## src/rtl/berr_pkg.sv

```systemverilog
package berr_pkg;
  localparam int STAT_W   = 32;
  localparam int B_CRD_IE = 15;
  localparam int B_CRD    = 14;
  localparam int B_TMO    = 12;
  localparam int B_CNF    = 8;
  localparam int B_MULT   = 2;
  localparam logic [STAT_W-1:0] READ_MASK = 32'h0000_FDFE;
  localparam logic [STAT_W-1:0] W1C_MASK  = 32'h0000_70C0;

  typedef struct packed {
    logic crd_ie;
    logic crd;
    logic tmo;
    logic cnf;
    logic mult;
  } flags_t;
endpackage

```

## src/rtl/berr_capture.sv

```systemverilog
module berr_capture #(
  parameter int ADDR_W = 32
) (
  input  logic              clk,
  input  logic              rst_n,
  input  logic              cap_en,
  input  logic [ADDR_W-1:0] addr_i,
  input  logic              virt_i,
  input  logic [1:0]        mode_i,
  output logic [ADDR_W-1:0] addr_q
);
  localparam int VIRT_BIT = ADDR_W - 3;
  localparam int MODE_LSB = ADDR_W - 2;

  logic [ADDR_W-1:0] cap_next;

  always_comb begin
    cap_next = {2'b00, addr_i[ADDR_W-1:2]};
    if (virt_i) begin
      cap_next[VIRT_BIT] = 1'b1;
      cap_next[MODE_LSB +: 2] = mode_i;
    end
  end

  always_ff @(posedge clk) begin
    if (!rst_n)      addr_q <= '0;
    else if (cap_en) addr_q <= cap_next;
  end
endmodule

```

## src/rtl/berr_flags.sv

```systemverilog
module berr_flags
  import berr_pkg::*;
(
  input  logic              clk,
  input  logic              rst_n,
  input  logic              tmo_evt,
  input  logic              cnf_evt,
  input  logic              crd_evt,
  input  logic              mchk_done,
  input  logic              reg_wr,
  input  logic [STAT_W-1:0] reg_wdata,
  output flags_t            flags_q,
  output logic              cap_en,
  output logic              crd_irq
);
  flags_t            nxt;
  logic [STAT_W-1:0] clr;

  assign clr    = reg_wr ? (reg_wdata & W1C_MASK) : '0;
  assign cap_en = tmo_evt && !flags_q.tmo;

  always_comb begin
    nxt = flags_q;
    // software clears first
    if (reg_wr) nxt.crd_ie = reg_wdata[B_CRD_IE];
    if (clr[B_CRD]) nxt.crd = 1'b0;
    if (clr[B_TMO]) begin
      nxt.tmo  = 1'b0;
      nxt.cnf  = 1'b0;
      nxt.mult = 1'b0;
    end
    if (mchk_done) begin
      nxt.tmo  = 1'b0;
      nxt.cnf  = 1'b0;
      nxt.mult = 1'b0;
    end
    // events override clears, judged on held state
    if (crd_evt) nxt.crd = 1'b1;
    if (tmo_evt) begin
      if (flags_q.tmo) nxt.mult = 1'b1;
      else             nxt.tmo  = 1'b1;
    end
    if (cnf_evt) begin
      if (flags_q.cnf) nxt.mult = 1'b1;
      else             nxt.cnf  = 1'b1;
    end
  end

  always_ff @(posedge clk) begin
    if (!rst_n) flags_q <= '0;
    else        flags_q <= nxt;
  end

  assign crd_irq = flags_q.crd_ie & flags_q.crd;
endmodule

```

## src/rtl/berr_req.sv

```systemverilog
module berr_req (
  input  logic clk,
  input  logic rst_n,
  input  logic tmo_evt,
  input  logic tmo_is_write,
  input  logic cnf_evt,
  output logic mchk_req,
  output logic memerr_irq
);
  always_ff @(posedge clk) begin
    if (!rst_n) begin
      mchk_req   <= 1'b0;
      memerr_irq <= 1'b0;
    end else begin
      mchk_req   <= (tmo_evt && !tmo_is_write) || cnf_evt;
      memerr_irq <= tmo_evt && tmo_is_write;
    end
  end
endmodule

```

## src/rtl/bus_err_log.sv

```systemverilog
module bus_err_log
  import berr_pkg::*;
#(
  parameter int ADDR_W = 32
) (
  input  logic              clk,
  input  logic              rst_n,
  input  logic              tmo_evt,
  input  logic [ADDR_W-1:0] tmo_addr_i,
  input  logic              tmo_virt,
  input  logic              tmo_is_write,
  input  logic [1:0]        cur_mode,
  input  logic              cnf_evt,
  input  logic              crd_evt,
  input  logic              mchk_done,
  input  logic              reg_wr,
  input  logic [STAT_W-1:0] reg_wdata,
  output logic [STAT_W-1:0] status_o,
  output logic [ADDR_W-1:0] tmo_addr_o,
  output logic              crd_irq,
  output logic              mchk_req,
  output logic              memerr_irq
);
  flags_t            flags;
  logic              cap_en;
  logic [STAT_W-1:0] raw;

  berr_flags u_flags (
    .clk(clk), .rst_n(rst_n), .tmo_evt(tmo_evt), .cnf_evt(cnf_evt),
    .crd_evt(crd_evt), .mchk_done(mchk_done), .reg_wr(reg_wr),
    .reg_wdata(reg_wdata), .flags_q(flags), .cap_en(cap_en), .crd_irq(crd_irq)
  );

  berr_capture #(.ADDR_W(ADDR_W)) u_cap (
    .clk(clk), .rst_n(rst_n), .cap_en(cap_en), .addr_i(tmo_addr_i),
    .virt_i(tmo_virt), .mode_i(cur_mode), .addr_q(tmo_addr_o)
  );

  berr_req u_req (
    .clk(clk), .rst_n(rst_n), .tmo_evt(tmo_evt), .tmo_is_write(tmo_is_write),
    .cnf_evt(cnf_evt), .mchk_req(mchk_req), .memerr_irq(memerr_irq)
  );

  always_comb begin
    raw           = '0;
    raw[B_CRD_IE] = flags.crd_ie;
    raw[B_CRD]    = flags.crd;
    raw[B_TMO]    = flags.tmo;
    raw[B_CNF]    = flags.cnf;
    raw[B_MULT]   = flags.mult;
  end

  assign status_o = raw & READ_MASK;
endmodule

```

## config.mk

```make
export PLATFORM = sky130hd
export DESIGN_NAME = bus_err_log
export DESIGN_NICKNAME = d
export VERILOG_FILES = /design/src/rtl/berr_pkg.sv /design/src/rtl/berr_capture.sv /design/src/rtl/berr_flags.sv /design/src/rtl/berr_req.sv /design/src/rtl/bus_err_log.sv
export SDC_FILE = /design/constraint.sdc
export NUM_CORES = 1
export LEC_CHECK = 0
export CORE_ASPECT_RATIO = 0.7
export CORE_MARGIN = 2
export CORE_UTILIZATION = 42
export CTS_BUF_LIST = sky130_fd_sc_hd__clkbuf_2
export DETAILED_ROUTE_END_ITERATION = 10
export DONT_BUFFER_PORTS = 1
export GPL_ROUTABILITY_DRIVEN = 0
export HOLD_SLACK_MARGIN = 0.1
export PLACE_DENSITY = 0.66
export SLEW_MARGIN = 20
export SYNTH_ARGS = -nofsm -noshare
export SYNTH_HDL_FRONTEND = slang
export SYNTH_SLANG_ARGS = --single-unit
```

## constraint.sdc

```tcl
create_clock -name clk -period 1.89 [get_ports clk]
set_input_delay 0.189 -clock clk [delete_from_list [all_inputs] [get_ports clk]]
set_output_delay 0.189 -clock clk [all_outputs]
set_load 0.02 [all_outputs]
```

# ---- Word-level counts from Yosys, hierarchy flattened
# Index checks and enable logic that the tools add are counted.
dict set report op_classes {
  n_mux 13
  bitwise 1
  reduce_logical 7
}
# cell n
set op_table {}
lappend op_table {{$mux 15} 1}
lappend op_table {{$mux 3} 3}
lappend op_table {{$mux 1} 8}
lappend op_table {{$logic_and 1x1->1} 3}
lappend op_table {{$logic_not 1->1} 2}
lappend op_table {{$mux 2} 1}
lappend op_table {{$reduce_bool 2->1} 1}
lappend op_table {{$and 1x1->1} 1}
lappend op_table {{$logic_or 1x1->1} 1}
dict set report word_totals {
  regBits 39
  output_inout_bits 67
  word_cells 29
}

# ---- Logic depth before layout (Yosys ltp)
# Gate-level depths: netlist of the first run.
dict set report depth {
  depth_word 7
  mapped_depth 5
  depth_no_buf 3
}

# ---- Modules after synthesis
# A second synthesis of the first run with hierarchy kept.
dict set report hier_totals {
  cells_unflattened 159
  area_unflattened_um2 1704.1
}
# mod instances cells_each area_each_um2
set by_module_without_submodules {}
lappend by_module_without_submodules {berr_capture 1 106 1239.9}
lappend by_module_without_submodules {bus_err_log 1 28 206.4}
lappend by_module_without_submodules {berr_flags 1 20 196.4}
lappend by_module_without_submodules {berr_req 1 5 61.3}

# ---- Worst setup path after synthesis of the first run
# No wires, ideal clock.
dict set report synth_timing {
  path_kind {register -> register}
  from {register u_flags.flags_q[2] in the netlist's numbering}
  to {register u_cap.addr_q[13]}
  t_arrival_ns 1.033
  path_slack_ns 0.781
  stages_incl_launch_ff 5
  path_buffers 1
  synth_period_minus_slack_ns 1.109
  cell_sequence {dfxtp_1 > or2b_4 > buf_2 > nand2_1 > a21boi_0}
}
dict set report synth_via {
  elab_chain_len 2
}
# element line_no
set synth_rtl {}
lappend synth_rtl {{start, declared} berr_flags.sv:12} ;# output flags_t flags_q,
lappend synth_rtl {{start signal, assigned} berr_flags.sv:51} ;# else flags_q <= nxt;
lappend synth_rtl {{$logic_not 1->1} berr_flags.sv:20} ;# assign cap_en = tmo_evt && !flags_q.tmo;
lappend synth_rtl {{$logic_and 1x1->1} berr_flags.sv:20}
lappend synth_rtl {{end signal, assigned} berr_capture.sv:27} ;# else if (cap_en) addr_q <= cap_next;
lappend synth_rtl {{end, declared} berr_capture.sv:10} ;# output logic [ADDR_W-1:0] addr_q
# Every way passes these cells.
# A chain may end at the register's enable or synchronous reset.

# ---- Worst setup path in the final report of the first run
dict set report layout_timing {
  from {register u_flags.flags_q[2] in the netlist's numbering}
  to {register u_cap.addr_q[30]}
}
# The elaborated chain is that of the path after synthesis.

==> results.sh, run 1 <==
export IMPL_outcome="finished clean"
export IMPL_crit_required_ns=2.21
export IMPL_die_height_um=57.0
export IMPL_ys_types=24
export IMPL_final_core_util_pct=53.3
export IMPL_post_cts_setup_buffers=0
export IMPL_crit_slowest_cell="sky130_fd_sc_hd__dlygate4sd3_1"
export IMPL_die_area_um2=4540
export IMPL_synth_flop_cell="sky130_fd_sc_hd__dfxtp_1"
export IMPL_clk_insertion_delay_late_ns=0.38
export IMPL_final_cell_area_um2=2070
export IMPL_timing_reg2reg_worst_path_depth=5
export IMPL_drive_above_1_share_pct=5.93
export IMPL_postSynthCellCount=193
export IMPL_layout_worst_path_cycle_share_pct=91.5
export IMPL_period_needed_ns=1.73
export IMPL_synth_largest_type_area_fraction_pct=46.4
export IMPL_start_kind="flip-flop"
export IMPL_detailed_place_area_um2=1580
export IMPL_yosysWarningCount=0
export IMPL_grt_antenna_before_repair=0
export IMPL_cts_clk_slew_worst_paths_ns=0.19
export IMPL_hold_slack_ns=0.188
export IMPL_clock_tree_buffer_depth=2
export IMPL_synth_most_common_cell="sky130_fd_sc_hd__nand2_1"
export IMPL_report_final_setup_viol=0
export IMPL_tritoncts="done"
export IMPL_slew_headroom_pct=62.9
export IMPL_nNetsFinal=311
export IMPL_vias_per_cell=4.63
export IMPL_pin_count=142
export IMPL_first_global_vias=1292
export IMPL_critical_path_max_stage_delay_ns=0.56
export IMPL_yosysTopAreaCell="sky130_fd_sc_hd__dfxtp_1"
export IMPL_syn_to_final_growth_pct=22.7
export IMPL_rsz0062_at_grt="false"
export IMPL_final_global_route_overflow_total=0
export IMPL_hold_start="reg_wr"
export IMPL_worst_case_vdd_ir_drop_v=0.000456
export IMPL_path_cells="nor2b_2 -> buf_4 -> nand3_1 -> dlygate4sd3_1 -> a21boi_0"
export IMPL_total_standard_cell_area_after_synthesis_um2=1680
export IMPL_critical_path_maximum_fanout=20
export IMPL_antenna_left=0
export IMPL_grt_use_total_pct=16.2
export IMPL_detail_route_wl_per_cell_um=13.6
export IMPL_regToRegEndpoint="u_cap.addr_q[30]"
export IMPL_synth_seq_area_share_pct=46.4
export IMPL_crit_reg2reg_launch="u_flags.flags_q[2]"
export IMPL_startpoint="u_flags.flags_q[2]"
export IMPL_asyncSetResetFlopFracSynth_pct=0
export IMPL_highest_clock_rate_mhz=578
export IMPL_antenna_cells=0
export IMPL_clock_skew_ns=0.0219
export IMPL_setup_worst_path_end="u_cap.addr_q[30]"
export IMPL_setup_reg_to_reg_worst_slack_ns=0.16
export IMPL_die_x_um=79.7
export IMPL_p_leak_nw=0.854
export IMPL_worstMarginPinSlew_ns=0.556
export IMPL_yosys_top_cells_count="62 x sky130_fd_sc_hd__nand2_1, 39 x sky130_fd_sc_hd__dfxtp_1, 28 x sky130_fd_sc_hd__buf_4"
export IMPL_clock_tree_root_cell="sky130_fd_sc_hd__clkbuf_2"
export IMPL_cp_end_kind="flip-flop"
export IMPL_largest_net_degree_at_the_start_of_global_routing=40
export IMPL_drt_pass1_iter_count=5
export IMPL_tritoncts_num_buffers=5
export IMPL_violation_count_after_the_first_detailed_route_iteration=22
export IMPL_finalWirelength_um=3930
export IMPL_core_rowCount=19
export IMPL_final_hold_violation_count=0
export IMPL_cts_sinks=39
export IMPL_hold_path_class="primary input to flip-flop"
export IMPL_ys_top_cells_by_area="sky130_fd_sc_hd__dfxtp_1 46%, sky130_fd_sc_hd__nand2_1 14%, sky130_fd_sc_hd__buf_4 12%"
export IMPL_grt_pass1_wl_um=5690
export IMPL_dp_hpwl_um=2130
export IMPL_fp_coreArea_um2=3870
export IMPL_synth_seq_cells=39
export IMPL_portBuffers=0
export IMPL_power_per_cell_area_nw_per_um2=754
export IMPL_synthesis_area_per_instance_um2=8.73
export IMPL_route_detailed_drc=0
export IMPL_start_util_pct=43.5
export IMPL_setup_tns_final_ns=0
export IMPL_maxCapViolCount=0
export IMPL_final_max_slew_viol_count=0
export IMPL_synth_enable_flop_cells=0
export IMPL_htree_num_levels=2
export IMPL_timing_critical_path_arrival_ns=2.05
export IMPL_detailroute_via_count=1334
export IMPL_worst_setup_path_type="flip-flop to flip-flop"
## worst max-delay path: cells and delay by family, from the launching register on
family | cells | cell delay [ns]
flip-flops | 1 | 0.44
buffers and inverters | 2 | 0.81
AND/OR/NAND/NOR | 2 | 0.26
AO/OA/AOI/OAI | 1 | 0.16
## power breakdown
part | switching [mW] | total, mW | internal [mW]
Clock | 0.254 | 0.333 | 0.0783
Sequential | 0.0972 | 0.971 | 0.874
Combinational | 0.139 | 0.254 | 0.115
## cell usage in the layout (no fill, tap or decap), drive strengths merged
cell type / instances
nor3b: 1
dlygate4sd3: 44
buf: 3
and2: 1
nor2: 1
a21oi: 3
conb: 27
a222oi: 1
a21boi: 31
clkinv: 2
dfxtp: 39
nand3b: 1
nor3: 1
and3: 1
nand2: 62
clkbuf: 5
nor2b: 6
mux2i: 1
or2b: 2
o21a: 1
nand3: 3
## repair_timing
action	CTS	global route
gates resized for setup	0	1
setup endpoints to repair	0	1
hold buffers	45	0
hold endpoints to repair	39	0
## stage by stage
stage,total power [mW],worst slack (ns),cells
after global routing,1.64,0.0639,288
after global placement,1.15,0.612,235
after floorplan,1.18,0.781,219
final,1.56,0.161,288
after CTS,1.57,0.0774,287
after detailed placement,1.15,0.605,235
## sequential cells by signal, summed over array words and instances (netlist names)
name,flops
u_cap.addr_q,32
u_flags.flags_q,5
u_req.memerr_irq,1
u_req.mchk_req,1
## worst min path at each step
stage	to	slack, ns	cells after the start
after floorplan	u_req.mchk_req	0.31	1
after global placement	u_flags.flags_q[3]	0.32	1
after detailed placement	u_req.mchk_req	0.33	1
after CTS	u_flags.flags_q[0]	0.14	3
after global routing	u_flags.flags_q[0]	0.20	3
final	u_flags.flags_q[0]	0.19	3
## layer usage
metal  GRT usage, %  part of all wire, %  vias to the layer above
met4           5.17                 0.84                        0
met1           16.0                   40                      608
met3           8.54                   11                        5
met2           29.4                   47                       74
met5              0                    0                        -
li1               -                    -                      647
## layout make-up
type                    instances  area [um2]
clock buffers                   5        25.0
clock inverters                 2        8.76
fillers                       354        1810
multi-input cells             143         726
flip-flops and latches         39         782
well taps                      52        65.1
repair buffers                 47         460
## logic make-up (layout without fill, tap and decap cells)
family	after synthesis	count (layout)	synth area share, %
AO/OA/AOI/OAI	36	36	15.8
buffers and inverters	38	54	16.9
flip-flops	39	39	46.4
multiplexers	1	1	0.594
other	1	27	0.223
AND/OR/NAND/NOR	78	79	20.2
Note: power is estimated with default switching activity, not from simulation.
==> run 2, diff against run 1 <==
--- a/config.mk
+++ b/config.mk
@@ -7,14 +7,15 @@
 export LEC_CHECK = 0
 export CORE_ASPECT_RATIO = 0.7
 export CORE_MARGIN = 2
-export CORE_UTILIZATION = 42
+export CORE_UTILIZATION = 64
 export CTS_BUF_LIST = sky130_fd_sc_hd__clkbuf_2
 export DETAILED_ROUTE_END_ITERATION = 10
 export DONT_BUFFER_PORTS = 1
 export GPL_ROUTABILITY_DRIVEN = 0
 export HOLD_SLACK_MARGIN = 0.1
-export PLACE_DENSITY = 0.66
+export PLACE_DENSITY = 0.9
 export SLEW_MARGIN = 20
 export SYNTH_ARGS = -nofsm -noshare
 export SYNTH_HDL_FRONTEND = slang
+export SYNTH_HIERARCHICAL = 1
 export SYNTH_SLANG_ARGS = --single-unit
==> run 2 against run 1 <==
Sequential power up 0.9%. Fmax up 8.3%. Combinational power up 8.7%. Core utilization up 30 points. Sequential share of layout area down 0.083 points. Setup slack better by 0.13 ns. Synthesized area up 1.2%. Via count down 12%. First-iteration DRC count up 140%. Final area about the same. Critical endpoint is now u_flags/flags_q[0]. Largest power group unchanged.
==> results.sh, run 2 <==
export IMPL_outcome="finished clean"
export IMPL_rsz0062_at_grt="false"
export IMPL_report_final_setup_viol=0
export IMPL_ys_types=22
export IMPL_synth_most_common_cell="sky130_fd_sc_hd__dfxtp_1"
export IMPL_layout_cells_most_common_list="44 x sky130_fd_sc_hd__dlygate4sd3_1, 39 x sky130_fd_sc_hd__dfxtp_1, 34 x sky130_fd_sc_hd__nor2b_1"
export IMPL_detail_route_wl_per_cell_um=15.6
export IMPL_cts_sinks=39
export IMPL_hold_path_class="primary input to flip-flop"
export IMPL_clock_skew_ns=0.00916
export IMPL_largest_net_degree_at_the_start_of_global_routing=43
export IMPL_postSynthCellCount=159
export IMPL_die_x_um=65.7
export IMPL_start_util_pct=68.3
export IMPL_period_needed_ns=1.60
export IMPL_grt_pass1_wl_um=5350
export IMPL_yosysTopAreaCell="sky130_fd_sc_hd__dfxtp_1"
export IMPL_layout_worst_path_cycle_share_pct=84.5
export IMPL_drive_above_1_share_pct=5.83
export IMPL_cts_resized_gates=0
export IMPL_antenna_left=0
export IMPL_ys_top_cells_by_area="sky130_fd_sc_hd__dfxtp_1 46%, sky130_fd_sc_hd__mux2i_1 18%, sky130_fd_sc_hd__nor2b_1 13%"
export IMPL_place_inst=187
export IMPL_yosys_top_cells_count="39 x sky130_fd_sc_hd__dfxtp_1, 35 x sky130_fd_sc_hd__nor2b_1, 30 x sky130_fd_sc_hd__mux2i_1"
export IMPL_setup_tns_final_ns=0
export IMPL_vias_per_cell=4.88
export IMPL_synthesis_area_per_instance_um2=10.7
export IMPL_clock_tree_buffer_depth=2
export IMPL_portBuffers=0
export IMPL_asyncSetResetFlopFracSynth_pct=0
export IMPL_final_max_slew_viol_count=0
export IMPL_slew_headroom_pct=64.5
export IMPL_worst_setup_path_type="flip-flop to flip-flop"
export IMPL_total_standard_cell_area_after_synthesis_um2=1700
export IMPL_detailed_place_area_um2=1590
export IMPL_finalWirelength_um=3740
export IMPL_cp_end_kind="flip-flop"
export IMPL_synth_seq_cells=39
export IMPL_flip_flop_count_of_the_largest_register_all_copies_and_words_added=32
export IMPL_grt_antenna_before_repair=0
export IMPL_highest_clock_rate_mhz=626
export IMPL_tritoncts_num_buffers=5
export IMPL_layout_commonest_cell="sky130_fd_sc_hd__dlygate4sd3_1"
export IMPL_nNetsFinal=280
export IMPL_final_cell_area_um2=2070
export IMPL_clk_insertion_delay_late_ns=0.38
export IMPL_p_leak_nw=0.897
export IMPL_core_rowCount=15
export IMPL_critical_path_maximum_fanout=4
export IMPL_cts_clk_slew_worst_paths_ns=0.18
export IMPL_antenna_cells=0
export IMPL_worstMarginPinSlew_ns=0.533
export IMPL_detailroute_via_count=1170
export IMPL_start_kind="flip-flop"
export IMPL_maxCapViolCount=0
export IMPL_worst_case_vdd_ir_drop_v=0.000444
export IMPL_grt_use_total_pct=24.2
export IMPL_tritoncts="done"
export IMPL_drt_pass1_iter_count=4
export IMPL_die_height_um=47.2
export IMPL_synth_flop_cell="sky130_fd_sc_hd__dfxtp_1"
export IMPL_final_hold_violation_count=0
export IMPL_synth_seq_area_share_pct=45.8
export IMPL_syn_to_final_growth_pct=21.4
export IMPL_final_global_route_overflow_total=0
export IMPL_violation_count_after_the_first_detailed_route_iteration=52
export IMPL_dp_hpwl_um=2020
export IMPL_registers_top_by_ff_count="u_cap/addr_q"
export IMPL_fp_coreArea_um2=2500
export IMPL_route_detailed_drc=0
export IMPL_synth_enable_flop_cells=0
export IMPL_multiInputGateArea_um2=747
export IMPL_first_global_vias=1194
export IMPL_htree_num_levels=2
export IMPL_pin_count=142
export IMPL_crit_required_ns=2.19
export IMPL_yosysWarningCount=6
export IMPL_final_fill_count=149
export IMPL_synth_largest_type_area_fraction_pct=45.8
export IMPL_fin_cells=240
export IMPL_die_area_um2=3100
export IMPL_power_per_cell_area_nw_per_um2=771
export IMPL_hold_slack_ns=0.294
export IMPL_seq_area_um2=781
export IMPL_timing_critical_path_arrival_ns=1.90
export IMPL_clock_tree_root_cell="sky130_fd_sc_hd__clkbuf_2"
export IMPL_design_power_total_mw=1.60
export IMPL_layout_top_registers="u_cap/addr_q x32, u_flags/flags_q x5"
==> run 2: changes by cell type after synthesis, moves of 2 or more <==
cell	before	now
sky130_fd_sc_hd__clkbuf_1	4	2
sky130_fd_sc_hd__mux2i_1	1	30
sky130_fd_sc_hd__buf_12	0	2
sky130_fd_sc_hd__nand4_1	0	2
sky130_fd_sc_hd__buf_6	3	1
sky130_fd_sc_hd__nand2_1	62	4
sky130_fd_sc_hd__nand3b_1	1	3
sky130_fd_sc_hd__a21boi_1	20	0
sky130_fd_sc_hd__nand3_1	3	1
sky130_fd_sc_hd__a21boi_0	11	0
sky130_fd_sc_hd__nor2b_1	5	35
==> run 2: layout make-up <==
| cell class | instances | area share (%) |
|---|---|---|
| flip-flops and latches | 39 | 37.7 |
| repair buffers | 47 | 22.3 |
| well taps | 34 | 2.06 |
| clock inverters | 2 | 0.363 |
| multi-input cells | 112 | 36.1 |
| clock buffers | 6 | 1.45 |
==> run 2: metal layers <==
metal / track usage, % / part of all wire, % / up-vias
met2: 43.4 / 50 / 85
met1: 24.6 / 37 / 520
li1: - / - / 560
met5: 0 / 0 / -
met4: 15.0 / 1.5 / 0
met3: 9.83 / 11 / 5
==> run 2: cells by family (layout without fill, tap and decap cells) <==
kind of cell / count (synthesis) / after routing / synth area share, %
and+or+nand+nor: 48 / 48 / 17.1
muxes: 30 / 30 / 17.6
DFF: 39 / 39 / 45.8
AOI/OAI and AO/OA: 7 / 7 / 2.72
buffers and inverters: 34 / 55 / 16.5
other: 1 / 27 / 0.220
==> run 2: power by group <==
group | total [mW] | leakage, nW | switching (mW) | internal (mW)
registers | 0.980 | 0.321 | 0.104 | 0.876
logic | 0.276 | 0.548 | 0.138 | 0.138
clock network | 0.339 | 0.0281 | 0.249 | 0.0890
==> run 2: worst max-delay path: stages, from the launching register on <==
cell                            delay (ns)
sky130_fd_sc_hd__dfxtp_1              0.46
sky130_fd_sc_hd__a222oi_1             0.39
sky130_fd_sc_hd__dlygate4sd3_1        0.62
sky130_fd_sc_hd__nor2b_1              0.05
==> run 2: stage by stage <==
stage                     setup WS [ns]  utilization (%)
after detailed placement          0.614             63.5
after global routing              0.235             82.9
after CTS                        0.0345             83.1
after global placement            0.638             63.5
final                             0.293             82.9
after floorplan                   0.674                -
==> run 2: what timing repair did <==
action,4_1_cts,5_1_grt
hold endpoints to repair,39,0
hold buffers,45,0
buffers inserted,0,0
==> run 2: final timing paths <==
check	startpoint	to	slack, ns	cells after the start
min reg2reg	u_cap/addr_q[31]	u_cap/addr_q[31]	0.59	2
max	u_flags/flags_q[2]	u_flags/flags_q[0]	0.29	3
min	tmo_evt	u_cap/addr_q[31]	0.29	4
max reg2reg	u_flags/flags_q[2]	u_flags/flags_q[0]	0.29	3
==> run 3, diff against run 2 <==
--- a/config.mk
+++ b/config.mk
@@ -7,13 +7,13 @@
 export LEC_CHECK = 0
 export CORE_ASPECT_RATIO = 0.7
 export CORE_MARGIN = 2
-export CORE_UTILIZATION = 64
+export CORE_UTILIZATION = 58
 export CTS_BUF_LIST = sky130_fd_sc_hd__clkbuf_2
 export DETAILED_ROUTE_END_ITERATION = 10
 export DONT_BUFFER_PORTS = 1
 export GPL_ROUTABILITY_DRIVEN = 0
 export HOLD_SLACK_MARGIN = 0.1
-export PLACE_DENSITY = 0.9
+export PLACE_DENSITY = 0.86
 export SLEW_MARGIN = 20
 export SYNTH_ARGS = -nofsm -noshare
 export SYNTH_HDL_FRONTEND = slang
==> constraint.sdc (replaced) <==
create_clock -name clk -period 1.4 [get_ports clk]
set_input_delay 0.14 -clock clk [delete_from_list [all_inputs] [get_ports clk]]
set_output_delay 0.14 -clock clk [all_outputs]
set_load 0.02 [all_outputs]
==> run 3 against run 2 <==
Hold slack got worse by 0.030 ns. Final area increased by 2.4%. Total power increased by 46%. Register-to-register slack got worse by 0.20 ns. Combinational power increased by 38%. Routed wire length decreased by 5.3%. Non-clock buffer count increased by 1. Critical path depth increased by 2. Die area increased by 9.6%. Clock power increased by 86%. Core utilization decreased by 7.3 points. Setup slack got worse by 0.26 ns.
==> results.sh, run 3 (synthesized netlist as in run 2, its figures left out) <==
export IMPL_drt_pass1_iter_count=4
export IMPL_detailroute_via_count=1147
export IMPL_grt_antenna_before_repair=0
export IMPL_hold_path_end="u_req/mchk_req"
export IMPL_start_kind="primary input"
export IMPL_tritoncts="done"
export IMPL_maxCapViolCount=0
export IMPL_layout_cells_most_common_list="45 x sky130_fd_sc_hd__dlygate4sd3_1, 38 x sky130_fd_sc_hd__dfxtp_1, 34 x sky130_fd_sc_hd__nor2b_1"
export IMPL_crit_reg2reg_launch="u_flags/flags_q[4]"
export IMPL_clock_tree_root_cell="sky130_fd_sc_hd__clkbuf_2"
export IMPL_final_global_route_overflow_total=0
export IMPL_worst_case_vdd_ir_drop_v=0.000863
export IMPL_worstMarginPinSlew_ns=0.544
export IMPL_largest_net_degree_at_the_start_of_global_routing=43
export IMPL_setup_reg_to_reg_worst_slack_ns=0.09
export IMPL_post_cts_setup_buffers=0
export IMPL_rsz0062_at_grt="false"
export IMPL_timing_reg2reg_worst_path_depth=3
export IMPL_route_detailed_drc=0
export IMPL_critical_path_maximum_fanout=3
export IMPL_final_hold_violation_count=0
export IMPL_dp_hpwl_um=1940
export IMPL_layout_top_registers="u_cap/addr_q x32, u_flags/flags_q x5"
export IMPL_outcome="finished clean"
export IMPL_grt_use_total_pct=21.0
export IMPL_path_cells="dlygate4sd3_1 -> a21oi_2 -> dlygate4sd3_1 -> a222oi_1 -> nor2b_1"
export IMPL_period_needed_ns=1.36
export IMPL_pin_count=142
export IMPL_portBuffers=0
export IMPL_fp_coreArea_um2=2800
export IMPL_crit_slowest_cell="sky130_fd_sc_hd__dlygate4sd3_1"
export IMPL_hold_start="rst_n"
export IMPL_layout_worst_path_cycle_share_pct=97.4
export IMPL_first_global_vias=1152
export IMPL_registers_top_by_ff_count="u_cap/addr_q"
export IMPL_report_final_setup_viol=0
export IMPL_antenna_cells=0
export IMPL_final_fill_count=192
export IMPL_vias_per_cell=4.74
export IMPL_seq_area_um2=782
export IMPL_die_height_um=49.4
export IMPL_clk_insertion_delay_late_ns=0.37
export IMPL_final_critical_path_setup_slack_ns=0.0364
export IMPL_setup_tns_final_ns=0
export IMPL_core_rowCount=16
export IMPL_nNetsFinal=281
export IMPL_multiInputGateArea_um2=747
export IMPL_die_area_um2=3390
export IMPL_critical_path_max_stage_delay_ns=0.55
export IMPL_syn_to_final_growth_pct=24.2
export IMPL_drive_above_1_share_pct=6.80
export IMPL_worst_setup_path_type="primary input to flip-flop"
export IMPL_violation_count_after_the_first_detailed_route_iteration=31
export IMPL_design_power_total_mw=2.33
export IMPL_cts_sinks=39
export IMPL_clock_tree_buffer_depth=2
export IMPL_clock_skew_ns=0.0209
export IMPL_htree_num_levels=2
export IMPL_slew_headroom_pct=63.7
export IMPL_hold_path_class="primary input to flip-flop"
export IMPL_antenna_left=0
export IMPL_crit_required_ns=1.67
export IMPL_crit_top_cell="sky130_fd_sc_hd__dlygate4sd3_1"
export IMPL_highest_clock_rate_mhz=733
export IMPL_regToRegEndpoint="u_flags/flags_q[4]"
export IMPL_critical_path_top_delay_family="buffers and inverters"
export IMPL_flip_flop_count_of_the_largest_register_all_copies_and_words_added=32
export IMPL_tritoncts_num_buffers=5
export IMPL_p_leak_nw=0.919
export IMPL_layout_commonest_cell="sky130_fd_sc_hd__dlygate4sd3_1"
export IMPL_grt_pass1_wl_um=5210
export IMPL_power_per_cell_area_nw_per_um2=1100
export IMPL_start_util_pct=60.8
export IMPL_cts_clk_slew_worst_paths_ns=0.18
export IMPL_cp_end_kind="flip-flop"
export IMPL_final_max_slew_viol_count=0
export IMPL_hold_depth=2
export IMPL_finalWirelength_um=3540
export IMPL_timing_critical_path_arrival_ns=1.63
export IMPL_die_x_um=68.8
export IMPL_detail_route_wl_per_cell_um=14.6
export IMPL_pre_cts_slack_ns=0.259
export IMPL_critical_path_n_buffers_inverters=2
-- run 3: cell type report --
cell class,count,area share [%]
Sequential cell,39,36.9
Multi-Input combinational cell,112,35.3
Timing Repair Buffer,48,22.8
Tap cell,36,2.13
Clock buffer,6,1.42
Clock inverter,1,1.42
-- run 3: what timing repair did --
action,CTS,global route
setup endpoints to repair,0,1
gates resized for setup,0,1
endpoints found under the hold margin,39,0
hold buffers,46,0
-- run 3: layer usage --
metal / vias to the layer above / GRT usage (%) / wire [um]
met3: 4 / 8.08 / 361
met2: 61 / 39.4 / 1880
li1: 559 / - / -
met5: - / 0 / 0
met4: 0 / 6.86 / 28
met1: 523 / 20.5 / 1270
-- run 3: stage by stage --
step | util (%) | area (um2) | hold slack (ns) | instances
CTS | 75.7 | 2120 | 0.441 | 242
global placement | 57.1 | 1600 | 0.264 | 189
floorplan | - | 1800 | 0.258 | 185
finish | 75.5 | 2120 | 0.264 | 242
global route | 75.5 | 2120 | 0.273 | 242
detailed placement | 57.1 | 1600 | 0.269 | 189
-- run 3: worst max-delay path by stage --
stage                  startpoint                 end  slack (ns)  depth (start not counted)
3_3_place_gp   u_flags/flags_q[2]    u_cap/addr_q[10]        0.31                          4
3_5_place_dp   u_flags/flags_q[2]    u_cap/addr_q[22]        0.26                          4
6_report                   reg_wr  u_flags/flags_q[0]        0.04                          5
4_1_cts                     rst_n    u_cap/addr_q[29]        0.02                          3
5_1_grt        u_flags/flags_q[4]  u_flags/flags_q[4]        0.03                          3
2_1_floorplan  u_flags/flags_q[2]    u_cap/addr_q[10]        0.18                          5
-- run 3: power breakdown --
part | internal (mW) | switching [mW] | leakage [nW] | total, mW
Sequential | 1.18 | 0.134 | 0.322 | 1.32
Combinational | 0.191 | 0.189 | 0.559 | 0.380
Clock | 0.302 | 0.329 | 0.0391 | 0.631
Total | 1.68 | 0.652 | 0.919 | 2.33
